### src/rtl/isp_seq_pkg.sv
// Package: shared command and operation encodings for the ISP sequencer.
// Assumes: the command code is 3 bits wide and decoded by the TAP.
package isp_seq_pkg;
    typedef enum logic [2:0] {
        C_NOP   = 3'd0,
        C_ENTER = 3'd1,
        C_IDCHK = 3'd2,
        C_ERASE = 3'd3,
        C_PROG  = 3'd4,
        C_READ  = 3'd5,
        C_EXIT  = 3'd6,
        C_FLAGS = 3'd7
    } isp_cmd_e;

    typedef enum logic [1:0] {
        OP_NONE  = 2'd0,
        OP_ERASE = 2'd1,
        OP_PROG  = 2'd2,
        OP_FLAGS = 2'd3
    } isp_op_e;
endpackage

### src/rtl/isp_pulse_timer.sv
// Module: counts clocks spent in Run-Test/Idle for a pending pulse.
// Signals completion (fire) on the final counted clock.
// Signals abort when rti drops after counting has begun.
// Assumes: start is only asserted while not busy; both limits are >= 1.
module isp_pulse_timer #(
    parameter int ERASE_CYC = 3500000,
    parameter int PROG_CYC  = 750
) (
    input  logic clk,
    input  logic rst_n,
    input  logic start,
    input  logic start_long,
    input  logic rti,
    output logic busy,
    output logic fire,
    output logic abort
);
    localparam int MAXC = (ERASE_CYC > PROG_CYC) ? ERASE_CYC : PROG_CYC;
    localparam int CW   = $clog2(MAXC + 1);
    localparam logic [CW-1:0] LIM_L = CW'(ERASE_CYC - 1);
    localparam logic [CW-1:0] LIM_S = CW'(PROG_CYC - 1);

    logic [CW-1:0] cnt;
    logic          long_q;
    logic [CW-1:0] lim;

    // Select the terminal count for the pending pulse
    always_comb lim = long_q ? LIM_L : LIM_S;

    // Completion and abort conditions for the pending pulse
    always_comb begin
        fire  = busy && rti && (cnt == lim);
        abort = busy && !rti && (cnt != '0);
    end

    // Pending flag and Run-Test/Idle counter
    always_ff @(posedge clk) begin
        if (!rst_n) begin
            busy   <= 1'b0;
            cnt    <= '0;
            long_q <= 1'b0;
        end else if (start) begin
            busy   <= 1'b1;
            cnt    <= '0;
            long_q <= start_long;
        end else if (fire || abort) begin
            busy <= 1'b0;
            cnt  <= '0;
        end else if (busy && rti) begin
            cnt <= cnt + 1'b1;
        end
    end

    // An abort only follows a cycle that was counted in Run-Test/Idle
    p_abort_after_rti_r6: assert property (@(posedge clk) disable iff (!rst_n)
        abort |-> $past(rti));
endmodule

### src/rtl/isp_cell_array.sv
// Module: register model of the flash cells plus the done and security flags.
// Erase sets all words to ones. Program ANDs data in.
// Reads of the configuration region are masked while secured.
// Assumes: erase, wr, flag_wr and rd are mutually exclusive in a cycle.
module isp_cell_array #(
    parameter int AW       = 4,
    parameter int DW       = 16,
    parameter int UFM_BASE = 12
) (
    input  logic          clk,
    input  logic          rst_n,
    input  logic          erase,
    input  logic          wr,
    input  logic          flag_wr,
    input  logic [AW-1:0] addr,
    input  logic [DW-1:0] wdata,
    input  logic [1:0]    flag_data,
    input  logic          rd,
    input  logic [AW-1:0] rd_addr,
    output logic          rd_valid,
    output logic [DW-1:0] rd_data,
    output logic          done_bit,
    output logic          secure_bit
);
    localparam int DEPTH = 1 << AW;
    localparam logic [AW-1:0] UBASE = AW'(UFM_BASE);

    logic [DW-1:0] mem [DEPTH];

    // Cell contents: erase to ones, program by clearing bits only
    always_ff @(posedge clk) begin
        if (!rst_n || erase) begin
            for (int i = 0; i < DEPTH; i++) mem[i] <= '1;
        end else if (wr) begin
            mem[addr] <= mem[addr] & wdata;
        end
    end

    // Done and security flags: set by flag program, cleared by erase
    always_ff @(posedge clk) begin
        if (!rst_n || erase) begin
            done_bit   <= 1'b0;
            secure_bit <= 1'b0;
        end else if (flag_wr) begin
            done_bit   <= done_bit | flag_data[0];
            secure_bit <= secure_bit | flag_data[1];
        end
    end

    // Verify read port with security masking of the configuration region
    always_ff @(posedge clk) begin
        if (!rst_n) begin
            rd_valid <= 1'b0;
            rd_data  <= '0;
        end else begin
            rd_valid <= rd;
            if (rd) rd_data <= (secure_bit && (rd_addr < UBASE)) ? '0 : mem[rd_addr];
        end
    end

    // A program never sets a bit that was clear
    p_prog_clears_only_r5: assert property (@(posedge clk) disable iff (!rst_n)
        wr |=> ((mem[$past(addr)] | $past(mem[addr])) == $past(mem[addr])));
    // Secured configuration reads return zero
    p_secure_mask_r8: assert property (@(posedge clk) disable iff (!rst_n)
        (rd && secure_bit && (rd_addr < UBASE)) |=> (rd_data == '0));
    // Flags only fall through an erase
    p_flags_sticky_r9: assert property (@(posedge clk) disable iff (!rst_n)
        ($fell(done_bit) || $fell(secure_bit)) |-> $past(erase));
endmodule

### src/rtl/isp_seq_ctrl.sv
// Module: session mode tracking, command acceptance, operand latching, error flag.
// Assumes: commands arrive decoded, one per cycle, with cmd_valid.
module isp_seq_ctrl
    import isp_seq_pkg::*;
#(
    parameter int AW = 4,
    parameter int DW = 16,
    parameter logic [DW-1:0] DEV_ID = 16'hA4DD
) (
    input  logic          clk,
    input  logic          rst_n,
    input  logic          cmd_valid,
    input  logic [2:0]    cmd_code,
    input  logic [AW-1:0] cmd_addr,
    input  logic [DW-1:0] cmd_data,
    input  logic          busy,
    input  logic          fire,
    input  logic          abort,
    output logic          isp_mode,
    output logic          id_ok,
    output logic          pulse_err,
    output logic          start,
    output logic          start_long,
    output logic          rd,
    output logic          erase_go,
    output logic          wr_go,
    output logic          flag_go,
    output logic [AW-1:0] op_addr,
    output logic [DW-1:0] op_data
);
    isp_cmd_e code;
    isp_op_e  op_q;
    logic     legal, accept;

    // Decide whether the presented command is legal in the current mode
    always_comb begin
        code = isp_cmd_e'(cmd_code);
        unique case (code)
            C_ENTER:                          legal = 1'b1;
            C_IDCHK, C_EXIT:                  legal = isp_mode;
            C_ERASE, C_PROG, C_READ, C_FLAGS: legal = isp_mode && id_ok;
            default:                          legal = 1'b0;
        endcase
        accept     = cmd_valid && !busy && legal;
        start      = accept && (code == C_ERASE || code == C_PROG || code == C_FLAGS);
        start_long = (code == C_ERASE);
        rd         = accept && (code == C_READ);
    end

    // Route pulse completion to the matching array action
    always_comb begin
        erase_go = fire && (op_q == OP_ERASE);
        wr_go    = fire && (op_q == OP_PROG);
        flag_go  = fire && (op_q == OP_FLAGS);
    end

    // Session mode and identity state
    always_ff @(posedge clk) begin
        if (!rst_n) begin
            isp_mode <= 1'b0;
            id_ok    <= 1'b0;
        end else if (accept) begin
            case (code)
                C_ENTER: isp_mode <= 1'b1;
                C_IDCHK: id_ok    <= (cmd_data == DEV_ID);
                C_EXIT:  begin isp_mode <= 1'b0; id_ok <= 1'b0; end
                default: ;
            endcase
        end
    end

    // Latch operation kind and operands for a pending pulse
    always_ff @(posedge clk) begin
        if (!rst_n) begin
            op_q    <= OP_NONE;
            op_addr <= '0;
            op_data <= '0;
        end else if (start) begin
            op_q    <= (code == C_ERASE) ? OP_ERASE : (code == C_PROG) ? OP_PROG : OP_FLAGS;
            op_addr <= cmd_addr;
            op_data <= cmd_data;
        end
    end

    // Sticky abort flag, cleared by the next accepted command
    always_ff @(posedge clk) begin
        if (!rst_n)      pulse_err <= 1'b0;
        else if (abort)  pulse_err <= 1'b1;
        else if (accept) pulse_err <= 1'b0;
    end

    // No array access is legal before the identity check passes
    p_id_before_access_r3: assert property (@(posedge clk) disable iff (!rst_n)
        (start || rd) |-> id_ok);
    // Nothing is accepted while a pulse is pending
    p_busy_blocks_r11: assert property (@(posedge clk) disable iff (!rst_n)
        busy |=> $stable(isp_mode) && $stable(id_ok));
endmodule

### src/rtl/isp_flash_seq.sv
// Module: top of the in-system flash programming sequencer.
// Joins the controller, the Run-Test/Idle pulse timer and the cell model.
// Produces the completion strobes and the I/O pin control.
// Assumes: rti is synchronous to clk; commands are single-cycle.
module isp_flash_seq
    import isp_seq_pkg::*;
#(
    parameter int AW        = 4,
    parameter int DW        = 16,
    parameter int UFM_BASE  = 12,
    parameter int ERASE_CYC = 3500000,
    parameter int PROG_CYC  = 750,
    parameter logic [DW-1:0] DEV_ID = 16'hA4DD
) (
    input  logic          clk,
    input  logic          rst_n,
    input  logic          cmd_valid,
    input  logic [2:0]    cmd_code,
    input  logic [AW-1:0] cmd_addr,
    input  logic [DW-1:0] cmd_data,
    input  logic          rti,
    output logic          isp_mode,
    output logic          id_ok,
    output logic          busy,
    output logic          pulse_err,
    output logic          arr_erase_stb,
    output logic          arr_wr_stb,
    output logic          rd_valid,
    output logic [DW-1:0] rd_data,
    output logic          io_oe,
    output logic          io_pullup
);
    logic          start, start_long, fire, abort, rd;
    logic          erase_go, wr_go, flag_go;
    logic [AW-1:0] op_addr;
    logic [DW-1:0] op_data;
    logic          done_bit, secure_bit;

    isp_seq_ctrl #(.AW(AW), .DW(DW), .DEV_ID(DEV_ID)) u_ctrl (
        .clk(clk), .rst_n(rst_n), .cmd_valid(cmd_valid), .cmd_code(cmd_code),
        .cmd_addr(cmd_addr), .cmd_data(cmd_data), .busy(busy), .fire(fire),
        .abort(abort), .isp_mode(isp_mode), .id_ok(id_ok), .pulse_err(pulse_err),
        .start(start), .start_long(start_long), .rd(rd), .erase_go(erase_go),
        .wr_go(wr_go), .flag_go(flag_go), .op_addr(op_addr), .op_data(op_data)
    );

    isp_pulse_timer #(.ERASE_CYC(ERASE_CYC), .PROG_CYC(PROG_CYC)) u_timer (
        .clk(clk), .rst_n(rst_n), .start(start), .start_long(start_long),
        .rti(rti), .busy(busy), .fire(fire), .abort(abort)
    );

    isp_cell_array #(.AW(AW), .DW(DW), .UFM_BASE(UFM_BASE)) u_cells (
        .clk(clk), .rst_n(rst_n), .erase(erase_go), .wr(wr_go), .flag_wr(flag_go),
        .addr(op_addr), .wdata(op_data), .flag_data(op_data[1:0]), .rd(rd),
        .rd_addr(cmd_addr), .rd_valid(rd_valid), .rd_data(rd_data),
        .done_bit(done_bit), .secure_bit(secure_bit)
    );

    // One-cycle completion strobes toward the array interface
    always_ff @(posedge clk) begin
        if (!rst_n) begin
            arr_erase_stb <= 1'b0;
            arr_wr_stb    <= 1'b0;
        end else begin
            arr_erase_stb <= erase_go;
            arr_wr_stb    <= wr_go || flag_go;
        end
    end

    // Pins drive only outside ISP and once the done bit is programmed
    always_comb begin
        io_oe     = done_bit && !isp_mode;
        io_pullup = !io_oe;
    end

    // An erase strobe follows a clock spent in Run-Test/Idle
    p_erase_after_rti_r4: assert property (@(posedge clk) disable iff (!rst_n)
        arr_erase_stb |-> $past(rti));
    // A write strobe follows a clock spent in Run-Test/Idle
    p_write_after_rti_r5: assert property (@(posedge clk) disable iff (!rst_n)
        arr_wr_stb |-> $past(rti));
    // Entering ISP stops the pins driving on the same cycle
    p_quiet_in_isp_r10: assert property (@(posedge clk) disable iff (!rst_n)
        $rose(isp_mode) |-> !io_oe);
endmodule

### config.mk
export PLATFORM = sky130hd
export DESIGN_NAME = isp_flash_seq
export DESIGN_NICKNAME = d
export VERILOG_FILES = /design/src/rtl/isp_seq_pkg.sv /design/src/rtl/isp_pulse_timer.sv /design/src/rtl/isp_cell_array.sv /design/src/rtl/isp_seq_ctrl.sv /design/src/rtl/isp_flash_seq.sv
export SDC_FILE = /design/constraint.sdc
export NUM_CORES = 1
export LEC_CHECK = 0
export BUFFER_PORTS_ARGS = -buffer_cell sky130_fd_sc_hd__clkbuf_2
export CORE_MARGIN = 2
export CORE_UTILIZATION = 62
export CTS_CLUSTER_SIZE = 20
export DETAILED_ROUTE_END_ITERATION = 16
export GPL_TIMING_DRIVEN = 0
export PLACE_DENSITY = 0.8
export SYNTH_ARGS = -nofsm -noshare
export SYNTH_HDL_FRONTEND = slang
export SYNTH_SLANG_ARGS = --single-unit
### constraint.sdc
create_clock -name clk -period 3.46 [get_ports clk]
set_input_delay 0.346 -clock clk [delete_from_list [all_inputs] [get_ports clk]]
set_output_delay 0.346 -clock clk [all_outputs]
set_load 0.02 [all_outputs]
# After elaboration in Yosys (flattened, before gate mapping)
# Memory sizes are Yosys's and may differ from the RTL's. A register that Yosys moved wholly into a read port is not among the register bits.
# Index checks and enable logic that the tools add are counted.
dict set report totals {
  rom_bits 0
  out_inout_bits 25
  mem_bits_rw 256
  in_bits 27
  latchBits 0
  mem_count 1
  reg_bits 70
}
# name depth width rd rd_clocked_by_memory_dff wr line
set memory_table {}
lappend memory_table {u_cells.mem 16 16 2 1 16 isp_cell_array.sv:28} ;# logic [DW-1:0] mem [DEPTH];
dict set report classes {
  n_bitwise 4
  mul 0
  n_lt_le_gt_ge 1
  n_div 0
  n_shift 0
  n_eq_ne 12
  n_reduce_logical 35
  n_addsub 1
  mux 21
}
# operator count
set op_table {}
lappend op_table {{$mux W16} 2}
lappend op_table {{$add A22 B1 Y22 const B} 1}
lappend op_table {{$eq A22 B22 Y1} 1}
lappend op_table {{$mux W22} 1}
lappend op_table {{$reduce_bool A22 Y1} 1}
lappend op_table {{$and A16 B16 Y16} 1}
lappend op_table {{$eq A16 B16 Y1 const B} 1}
lappend op_table {{$reduce_or A16 Y1} 1}
lappend op_table {{$logic_and A1 B1 Y1} 14}
lappend op_table {{$eq A3 B3 Y1 const B} 4}
lappend op_table {{$mux W4} 3}
lappend op_table {{$mux W1} 11}
lappend op_table {{$reduce_bool A2 Y1} 4}
lappend op_table {{$eq A3 B2 Y1 const B} 2}
lappend op_table {{$logic_not A1 Y1} 5}
lappend op_table {{$logic_or A1 B1 Y1} 5}
lappend op_table {{$eq A2 B2 Y1 const B} 2}
lappend op_table {{$lt A4 B4 Y1 const B} 1}
lappend op_table {{$pmux W1 S2} 2}
lappend op_table {{$reduce_and A2 Y1} 2}
lappend op_table {{$reduce_or A4 Y1} 1}
lappend op_table {{$eq A3 B1 Y1 const B} 1}
lappend op_table {{$pmux W1 S3} 1}
lappend op_table {{$reduce_or A3 Y1} 1}
lappend op_table {{other kinds (5)} 6}

# Logic depth before layout (Yosys ltp)
# Gate-level depths: netlist of the first run.
dict set report logic_depth {
  depth_word 9
  mapped_depth 8
  mapped_depth_nobuf 6
}

# Modules after synthesis
# Synthesis of the first run repeated with hierarchy kept, for this count alone.
dict set report hier_totals {
  hier_cells 1393
  area_unflattened_um2 17349.1
}
# mod area_each_um2 instances cells_each seq_area_each_um2
set by_module_without_submodules {}
lappend by_module_without_submodules {isp_cell_array 14796.7 1 1112 8067.7}
lappend by_module_without_submodules {isp_pulse_timer 1252.5 1 142 480.5}
lappend by_module_without_submodules {isp_seq_ctrl 1233.7 1 133 500.5}
lappend by_module_without_submodules {isp_flash_seq 66.3 1 6 40.0}

# Least setup slack after synthesis of the first run
# OpenSTA, ideal clock, no wires.
dict set report synth_timing {
  path_type {reg2reg}
  start {register u_timer.busy}
  end {memory u_cells.mem[4][0] (enable)}
  path_buffers 2
  arrival_ns 2.465
  path_slack_ns 0.620
  path_stages_with_launch 8
  period_less_slack_ns 2.840
  cell_sequence {dfxtp_1 > clkbuf_1 > and4_1 > o2111ai_1 > a2111o_1 > buf_4 > nor3_4 > nand2b_1}
}
# element line
set synth_lines {}
lappend synth_lines {{from (decl)} isp_pulse_timer.sv:14} ;# output logic busy,
lappend synth_lines {{from (signal assigned)} isp_pulse_timer.sv:39} ;# busy <= 1'b0;
lappend synth_lines {{from (signal assigned)} isp_pulse_timer.sv:43} ;# busy <= 1'b1;
lappend synth_lines {{from (signal assigned)} isp_pulse_timer.sv:47} ;# busy <= 1'b0;
lappend synth_lines {{to (decl)} isp_cell_array.sv:28}

==> impl_results.md, run 1 <==
- Status: finished with violations
- Failing checks: negative setup slack
- Multiplexer area fraction after synthesis: 0.2207
- Reg2reg path depth: 6
- GP Congestion: 0.9355
- Rel. slew slack: 0.1244
- Synth Area in Adders: 0.001554
- Row cnt: 58
- Reg2reg setup slack: -0.12 ns
- Cell Area, Synth: 16,100 sq um
- CTS clk-pin slew, worst paths: 0.06 ns
- Reg2reg end: u_cells.mem[10][9]
- Ys flop type: edfxtp_1
- Num ports: 52
- Global-route wire length before repair: 64,320 microns
- Per-cell routed wire length: 26.87 microns
- Power per cell area: 484.9 nW/um^2
- Combinational group share of total power: 0.059
- #FFs+latches synth: 330
- Fin. Hold Viols: 0
- Commonest cells after routing, fill and taps aside: nand2_1 (297), edfxtp_1 (256), mux4_2 (128)
- Switching Share: 0.2171
- Top cell type's share of synthesized area: 0.4775
- Chip Height: 165.1 microns
- Initial antenna violation count: 0
- Tmin final: 3.583 ns
- Asr flop ratio synth: 0
- WHS Endpoint: u_ctrl.op_data[5]
- Internal power: 0.006789 W
- Finished layout cell area: 17,880 sq um
- Post-Synth XOR/XNOR Area: 0.01142
- Post-Syn Nets: 1,201
- Sink Count: 330
- CP Capture Type: flip-flop
- Hold WC Path Type: in2reg
- Dominant cell type by area after synthesis: edfxtp_1
- TritonRoute pass-1 iters: 6
- Data arrival, critical path: 3.70 ns
- Yosys cell types: 50
- Antenna cells: 0
- Global-route usage over all layers: 0.3268
- CTS tree: yes
- Via count: 10,930
- Layout Skew: 0.01295 ns
- Starting Density: 0.6357
- Sequential share of power: 0.519
- WHS Path Cells: 2
- Leak Pwr: 5.967 nW
- Achievable frequency: 0.2791 GHz
- Max clock buf depth: 3
- Met2 usage: 0.5324
- WS Path Type: reg2reg
- Post-Synth Simple-Gate Area: 0.1270
- Sw power: 0.001883 W
- Post-layout util: 0.7061
- Tcrit/Tclk final: 1.036
- Met1 Track Usage GR: 0.4433
- Vias in the first global route: 10,730
- Hold path startpoint: cmd_data[5]
- Largest cells by area after synthesis: edfxtp_1 (48%), mux4_2 (18%), dfxtp_1 (9.2%)
- GRT busiest layer: met2
- Total Die Area: 27,270 sq um
- Vias per cell: 6.785
- Reg2reg start: u_timer.cnt[10]
- Synth-to-layout area growth: 11.08%
- Seq/Total Area, Yosys: 0.5695
- GRT met3 Usage: 0.06518
- Cts bufs inserted: 35
- Die X: 165.1 microns
- Yosys warning count: 0
- EDFF count, synth: 256
- Fin nets: 1,284
- Syn Inst Count: 1,172
- Dpl hpwl: 30,490 microns
- Remaining antenna violation count: 0
- Avg Inst Size Synth: 13.74 sq um
- Largest family of logic cells by synthesized area: multiplexers
- Largest net degree at the start of global routing: 17
- Max-cap violations: 0
- Clk network pwr share: 0.422
- Critical Path RT: 3.58 ns
- Layout cells sized above 1: 0.2389
- Final WL: 43,280 microns
- Initial drt markers: 1,757
- CORE AREA: 25,330 sq um
- Worst Path Max Fanout: 16
- CTS H-tree lvls: 2
- Synth Area in Compound Gates: 0.04181
- Max VDD drop: 0.3656 mV
- Final routed DRC violation total: 0
- Most common cell after layout, fill and taps aside: nand2_1
- Nature of the critical path startpoint: flip-flop
- RSZ-0062 raised after global routing: true
- Setup ws final: -0.1229 ns
- Slew @ Worst Pin: 1.295 ns
- Max Slew Vio Count: 0
- Clock root buffer: clkbuf_16
- Placed Area: 16,740 sq um
- Worst-Skew Late Latency: 0.51 ns
- Port-buffer cells: 46
- Final setup fails: 118
- Total gr overflow: 0
[power groups by stage]
stage / combinational, W / clock, W / sequential (W)
CTS: 0.000502 / 0.00365 / 0.00450
global route: 0.000530 / 0.00380 / 0.00452
detailed placement: 0.000497 / 0 / 0.00458
global placement: 0.000489 / 0 / 0.00456
finish: 0.000512 / 0.00366 / 0.00450
floorplan: 0.000346 / 0 / 0.00454
[through the flow]
step                hold WS [ns]  std cells  power [W]  setup WS, ns  TNS [ns]
floorplan                 0.4415       1172   0.004887        0.6203         0
global placement          0.4592       1548   0.005052       -0.3575    -29.49
detailed placement        0.4764       1548   0.005077       -0.4908    -41.73
CTS                      0.05908       1609   0.008646      -0.07748    -5.090
global route             0.06296       1611   0.008843       -0.2419    -29.68
finish                   0.06712       1611   0.008672       -0.1229    -7.868
[registers in the layout (all words and copies together), names as in the netlist, 2 cells and up, named ones only]
register	flops
u_timer.cnt	22
u_cells.mem	256
u_cells.rd_data	16
u_ctrl.op_addr	4
u_ctrl.op_q	2
u_ctrl.op_data	16
[cell type report]
cell class	count	area [sq um]
buffer	89	431.7
clock buffer	44	972.2
clock inverter	19	137.6
fill	1693	7443
inverter	7	26.28
multi-input combinational	744	6487
sequential	330	9170
tap	330	412.9
timing repair buffer	48	245.2
[cells in the mapped netlist, drive strengths merged, types with 4 or more instances]
library cell  count
nand2           297
edfxtp          256
mux4            128
dfxtp            74
clkbuf           52
mux2i            49
buf              39
nor2             39
nor3             25
nand2b           21
a22o             20
o21ai            19
a2bb2oi          16
mux2             16
o211ai           16
nand4            13
nand3            12
xor2             12
xnor2             9
inv               7
a21oi             6
and3              4
nor4              4
o21a              4
[worst max-delay path by stage]
stage | start | endpoint | slack [ns] | depth (start not counted)
finish | u_timer.cnt[10] | u_cells.mem[10][9] | -0.12 | 6
global route | u_timer.cnt[16] | u_cells.mem[13][9] | -0.24 | 6
CTS | u_timer.cnt[16] | u_cells.mem[13][9] | -0.08 | 6
detailed placement | flip-flop | u_cells.mem[7][12] | -0.49 | 7
global placement | flip-flop | u_cells.mem[0][12] | -0.36 | 7
floorplan | u_timer.busy | u_cells.mem[4][0] | 0.62 | 7
[cell families after synthesis]
family / count (synthesis)
adders and majority gates: 2
muxes: 193
and+or+nand+nor: 437
AOI/OAI and AO/OA: 91
xor gates and xnor gates: 21
DFF: 330
buffers and inverters: 98
[critical path, stage by stage (launching register included)]
cell	delay [ns]
dfxtp_1	0.43
nand4_1	0.12
or4_1	0.52
a2111o_1	0.55
o21a_1	0.39
clkbuf_1	0.36
nand2b_1	0.82
[metal layers]
layer	part of all wire	vias up
li1	-	4614
met4	0.036	0
met2	0.48	759
met3	0.12	105
met5	0	-
met1	0.37	5453
[timing repair]
action                                  in CTS  in global routing
hold buffers                                 0                  0
buffers inserted                             0                  2
resized for setup                            8                 15
endpoints found under the setup margin     321                257
pin swaps                                    0                  2
Note: power is estimated with default switching activity, not from simulation.
==> run 2, diff against run 1 <==
CORE_UTILIZATION = 67   (was 62)
PLACE_DENSITY = 0.85   (was 0.8)
REMOVE_ABC_BUFFERS = 1   (was not set)
clock period = 4.15 ns   (was 3.46 ns; I/O delays follow)
==> impl_results.md, run 2 (synthesized netlist as in run 1, its figures left out) <==
- Reg2reg path depth: 5 (-1)
- Total Die Area: 25,280 sq um (-7.3%)
- Row cnt: 56 (-3.4%)
- Combinational group share of total power: 0.056 (-0.003)
- CTS Hold Bufs: 0 (unchanged)
- Sum Neg Setup Slack: -0.01081 ns (+7.857 ns)
- Initial drt markers: 1,789 (+1.8%)
- Biggest register: u_cells.mem
- Beginning of the critical path: u_timer.cnt[16]
- Die X: 159.0 microns (-3.7%)
- CP max stage cell: nor3_4
- Rel. slew slack: 0.05886 (-0.06554)
- Critical Path RT: 4.29 ns (+0.71 ns)
- Final setup fails: 4 (-97%)
- Achievable frequency: 0.2406 GHz (-14%)
- Leak Pwr: 5.878 nW (-1.5%)
- Nature of the critical path startpoint: flip-flop
- Reg2reg setup slack: -0.006 ns (+0.12 ns)
- Placed insts: 1,459 (-5.7%)
- Max VDD drop: 0.5190 mV (+42%)
- Global-route wire length before repair: 64,890 microns (+0.88%)
- Dpl hpwl: 24,640 microns (-19%)
- Fin nets: 1,206 (-6.1%)
- Switching Share: 0.2122 (-0.004955)
- Fin. Hold Viols: 0 (unchanged)
- Most common cell after layout, fill and taps aside: nand2_1
- Remaining antenna violation count: 0 (unchanged)
- Largest regs: u_cells.mem (256), u_timer.cnt (22)
- Data arrival, critical path: 4.29 ns (+0.59 ns)
- CTS tree: yes
- Initial antenna violation count: 0 (unchanged)
- Synth-to-layout area growth: 10.60%
- DR WL met2: 21,690 microns (+3.7%)
- Reg2reg end: u_cells.mem[12][13]
- # fillers: 1,388 (-18%)
- Internal power: 0.005884 W (-13%)
- Antenna cells: 0 (unchanged)
- Clock root buffer: clkbuf_16
- Layout cells sized above 1: 0.2458 (+0.006971)
- Num ports: 52 (unchanged)
- Uppermost layer routed: met4
- CORE AREA: 23,540 sq um (-7.0%)
- Post-Layout Cell Count: 1,523 (-5.5%)
- Hold WC Path Type: in2reg
- Vias per cell: 7.112 (+4.8%)
- CP cell instances: nand4_1, or4_1, a2111o_2, nor3_4, nand2b_2
- Power per cell area: 419.5 nW/um^2 (-13%)
- Max reg flops: 256 (unchanged)
- Tcrit/Tclk final: 1.001 (-0.03418)
- Final hold slack: 0.1182 ns (+0.05105 ns)
- Final WL: 43,100 microns (-0.43%)
- Max-cap violations: 0 (unchanged)
- Global-route usage over all layers: 0.3458 (+0.01901)
- Final routed DRC violation total: 0 (unchanged)
- Crit-path max cell delay: 1.08 ns (+0.26 ns)
- TritonRoute pass-1 iters: 5 (-1)
- Sequential share of power: 0.503 (-0.016)
- Setup WS pre-CTS: -0.1996 ns (+0.2912 ns)
- Slew @ Worst Pin: 1.410 ns (+0.1146 ns)
- Layout Skew: 0.01938 ns (+0.006429 ns)
- Max clock buf depth: 3 (unchanged)
- Failing checks: negative setup slack
- Sink Count: 330 (unchanged)
- Worst-Skew Late Latency: 0.52 ns (about the same)
- CP Capture Type: flip-flop
- Via count: 10,830 (-0.91%)
- Per-cell routed wire length: 28.30 microns (+5.3%)
- Crit path to: u_cells.mem[12][13]
- Largest net degree at the start of global routing: 51 (+34)
- Met3 wire len: 4867 microns (-2.5%)
- Vias in the first global route: 11,230 (+4.7%)
- RSZ-0062 raised after global routing: false
- WL met1: 14,160 microns (-10%)
- Chip Height: 159.0 microns (-3.7%)
- CTS clk-pin slew, worst paths: 0.06 ns (about the same)
- Status: finished with violations
- Cts bufs inserted: 35 (unchanged)
- Tmin final: 4.156 ns (+0.5727 ns)
- GP Congestion: 0.8587 (-8.2%)
- WS Path Type: reg2reg
- Total gr overflow: 0 (unchanged)
- Worst Path Max Fanout: 23 (+7)
- Setup ws final: -0.005598 ns (+0.1173 ns)
- Clk network pwr share: 0.441 (+0.019)
- Commonest cells after routing, fill and taps aside: nand2_1 (297), edfxtp_1 (256), mux4_2 (128)
- CTS H-tree lvls: 2 (unchanged)
- Max Slew Vio Count: 0 (unchanged)
- Port-buffer cells: 51 (+11%)
- Starting Density: 0.6838 (+0.04817)
- Sw power: 0.001585 W (-16%)
- Reg2reg start: u_timer.cnt[16]
==> run 2: cell count changes in the layout (fill, tap and decap cells not counted), moves of 3 or more <==
cell	delta
buf_1	-8
buf_16	+4
buf_2	-14
buf_4	-17
bufinv_16	+3
clkbuf_1	-39
clkbuf_2	-8
nand2b_1	-13
nand2b_2	+13
==> run 2: how the worst min path moves through the flow <==
stage	to	start	cells after the start
final	u_ctrl.op_data[1]	cmd_data[1]	2
after global routing	u_ctrl.op_data[11]	cmd_data[11]	2
after CTS	u_ctrl.op_data[1]	cmd_data[1]	2
after detailed placement	u_cells.rd_data[4]	u_cells.rd_data[4]	2
after global placement	u_cells.rd_data[5]	u_cells.rd_data[5]	2
after floorplan	u_cells.done_bit	u_cells.done_bit	1
==> run 2: repair_timing <==
action | CTS | global route
setup buffers | 0 | 0
hold endpoints to repair | 0 | 0
gates resized for setup | 15 | 1
setup endpoints to repair | 233 | 16
==> run 2: critical path: cells and delay by family, from the launching register on <==
kind,cells,cell delay [ns]
AO/OA/AOI/OAI,1,0.85
flip-flops,1,0.44
AND/OR/NAND/NOR,4,2.47
==> run 2: final cells by class <==
| cell class | count | area (sq um) | share of cell area |
|---|---|---|---|
| Inverter | 7 | 26.28 | 0.001476 |
| Clock buffer | 45 | 987.2 | 0.05544 |
| Tap cell | 319 | 399.1 | 0.02242 |
| Multi-Input combinational cell | 744 | 6543 | 0.3674 |
| Clock inverter | 19 | 230.2 | 0.01293 |
| Timing Repair Buffer | 59 | 442.9 | 0.02488 |
| Sequential cell | 330 | 9178 | 0.5154 |
==> run 2: power groups by stage <==
stage | Sequential, W | Combinational [W] | Clock [W]
global route | 0.00376 | 0.000436 | 0.00341
floorplan | 0.00379 | 0.000254 | 0
CTS | 0.00375 | 0.000413 | 0.00328
detailed placement | 0.00382 | 0.000406 | 0
finish | 0.00375 | 0.000419 | 0.00330
global placement | 0.00380 | 0.000395 | 0
==> run 2: stage by stage <==
| step | util | area (sq um) | total power (W) |
|---|---|---|---|
| global route | 0.7563 | 17810 | 0.007611 |
| floorplan | - | 15680 | 0.004040 |
| global placement | 0.6936 | 16330 | 0.004197 |
| detailed placement | 0.7029 | 16550 | 0.004224 |
| finish | 0.7563 | 17810 | 0.007469 |
| CTS | 0.7562 | 17800 | 0.007447 |
==> run 2: per-layer routing <==
layer,up-vias,GRT usage
met5,-,0
li1,4478,-
met2,836,0.5828
met4,0,0.1905
met3,196,0.05991
met1,5322,0.4320
==> run 3, diff against run 2 <==
CORE_UTILIZATION = 55   (was 67)
PLACE_DENSITY = 0.72   (was 0.85)
==> impl_results.md, run 3 (synthesized netlist as in run 1, its figures left out) <==
- Status: finished, final reports clean
- Final setup fails: 0 (-4)
- Finished layout cell area: 17,880 sq um (+0.44%)
- Placed insts: 1,524 (+4.5%)
- Initial antenna violation count: 0 (unchanged)
- Via count: 10,340 (-4.6%)
- Initial drt markers: 1,045 (-42%)
- RSZ-0062 raised after global routing: false
- Dpl hpwl: 24,080 microns (-2.3%)
- Sink Count: 330 (unchanged)
- Max clock buf depth: 3 (unchanged)
- CORE AREA: 28,780 sq um (+22%)
- Critical Path RT: 4.30 ns (about the same)
- Final routed DRC violation total: 0 (unchanged)
- CTS H-tree lvls: 2 (unchanged)
- Commonest cells after routing, fill and taps aside: nand2_1 (297), edfxtp_1 (256), mux4_2 (128)
- Cts bufs inserted: 35 (unchanged)
- Per-cell routed wire length: 26.72 microns (-5.6%)
- Layout Skew: 0.01732 ns (-0.002058 ns)
- TritonRoute pass-1 iters: 5 (unchanged)
- GP Congestion: 0.8399 (-2.2%)
- Final WL: 42,670 microns (-0.99%)
- Max Slew Vio Count: 0 (unchanged)
- CTS Hold Bufs: 0 (unchanged)
- Remaining antenna violation count: 0 (unchanged)
- Vias in the first global route: 10,450 (-6.9%)
- Synth-to-layout area growth: 11.09%
- Worst-Skew Late Latency: 0.53 ns (about the same)
- CP Capture Type: flip-flop
- Port-buffer cells: 51 (unchanged)
- Layout cells sized above 1: 0.2531 (+0.007244)
- Leak Pwr: 5.881 nW (about the same)
- Reg2reg setup slack: 0.005 ns (about the same)
- Nature of the critical path startpoint: flip-flop
- Fin. Hold Viols: 0 (unchanged)
- Row cnt: 62 (+11%)
- Antenna cells: 0 (unchanged)
- Max VDD drop: 0.3893 mV (-25%)
- Setup WS pre-CTS: -0.3390 ns (-0.1394 ns)
- Largest regs: u_cells.mem (256), u_timer.cnt (22)
- Num ports: 52 (unchanged)
- Placed Area: 16,650 sq um (+0.59%)
- Most common cell after layout, fill and taps aside: nand2_1
- Largest net degree at the start of global routing: 55 (+7.8%)
- Data arrival, critical path: 4.30 ns (about the same)
- Achievable frequency: 0.2412 GHz (+0.25%)
- Worst Path Max Fanout: 23 (unchanged)
- Fin nets: 1,215 (+0.75%)
- Hold WC Path Type: in2reg
- Vias per cell: 6.474 (-9.0%)
- Total gr overflow: 0 (unchanged)
- Rel. slew slack: 0.09688 (+0.03802)
- Global-route wire length before repair: 62,990 microns (-2.9%)
- # fillers: 2,119 (+53%)
- Clock root buffer: clkbuf_16
- Global-route usage over all layers: 0.2827 (-0.06314)
- CTS tree: yes
- Slew @ Worst Pin: 1.351 ns (-0.05888 ns)
- Post-Layout Cell Count: 1,597 (+4.9%)
- Power per cell area: 405.0 nW/um^2 (-3.4%)
- Max-cap violations: 0 (unchanged)
- Tcrit/Tclk final: 0.9988 (-0.002506)
- Max reg flops: 256 (unchanged)
- WS Path Type: reg2reg
- Setup ws final: 0.004803 ns (+0.01040 ns)
- Total Die Area: 30,660 sq um (+21%)
- CTS clk-pin slew, worst paths: 0.06 ns (about the same)
- Tmin final: 4.145 ns (-0.01040 ns)
- Chip Height: 175.1 microns (+10%)
- Die X: 175.1 microns (+10%)
- Biggest register: u_cells.mem
- Starting Density: 0.5594 (-0.1244)
## run 3: what timing repair did
item	CTS	global route
gates resized for setup	15	0
cloned	0	0
setup endpoints to repair	237	63
pin swaps	0	6
buffers inserted	0	8
## run 3: per-stage QoR
step | power [W] | utilization | hold WS (ns) | TNS [ns]
2_1_floorplan | 0.004040 | - | 0.4415 | -129.76
3_3_place_gp | 0.004208 | 0.5702 | 0.4569 | -648.10
3_5_place_dp | 0.004224 | 0.5784 | 0.4584 | -56.03
4_1_cts | 0.007257 | 0.6189 | 0.1133 | 0
5_1_grt | 0.007423 | 0.6214 | 0.1226 | 0
6_report | 0.007244 | 0.6214 | 0.1198 | 0
## run 3: report_power, final
group | switching (W) | internal (W) | leakage [nW]
Clock | 0.00130 | 0.00178 | 0.546
Combinational | 0.000214 | 0.000200 | 2.15
Sequential | 0.0000652 | 0.00368 | 3.18
Total | 0.00158 | 0.00566 | 5.88
## run 3: worst paths after layout
check,endpoint,cells after the start,startpoint
setup / recovery,u_cells.mem[13][4],5,u_timer.cnt[13]
hold / removal,u_ctrl.op_data[12],2,cmd_data[12]
setup reg to reg,u_cells.mem[13][4],5,u_timer.cnt[13]
hold reg to reg,u_cells.done_bit,1,u_cells.done_bit
## run 3: metal layers
layer | part of all wire | GRT usage | up-vias
li1 | - | - | 4495
met1 | 0.35 | 0.3270 | 5119
met2 | 0.52 | 0.4932 | 559
met3 | 0.085 | 0.05940 | 166
met4 | 0.054 | 0.1552 | 0
met5 | 0 | 0 | -
## run 3: critical path, cell delays in order, from the launching register on
cell,delay (ns)
dfxtp_1,0.45
nand4_1,0.14
or4_1,0.48
a2111o_2,0.83
nor3_4,1.09
nand2b_2,0.75
## run 3: area by class of cell
cell class	instances	area [sq um]	share of cell area
flip-flops and latches	330	9179	0.5132
multi-input cells	744	6549	0.3662
clock buffers	46	968.4	0.05415
repair buffers	68	521.8	0.02917
well taps	384	480.5	0.02686
clock inverters	18	160.2	0.008955
inverters	7	26.28	0.001469
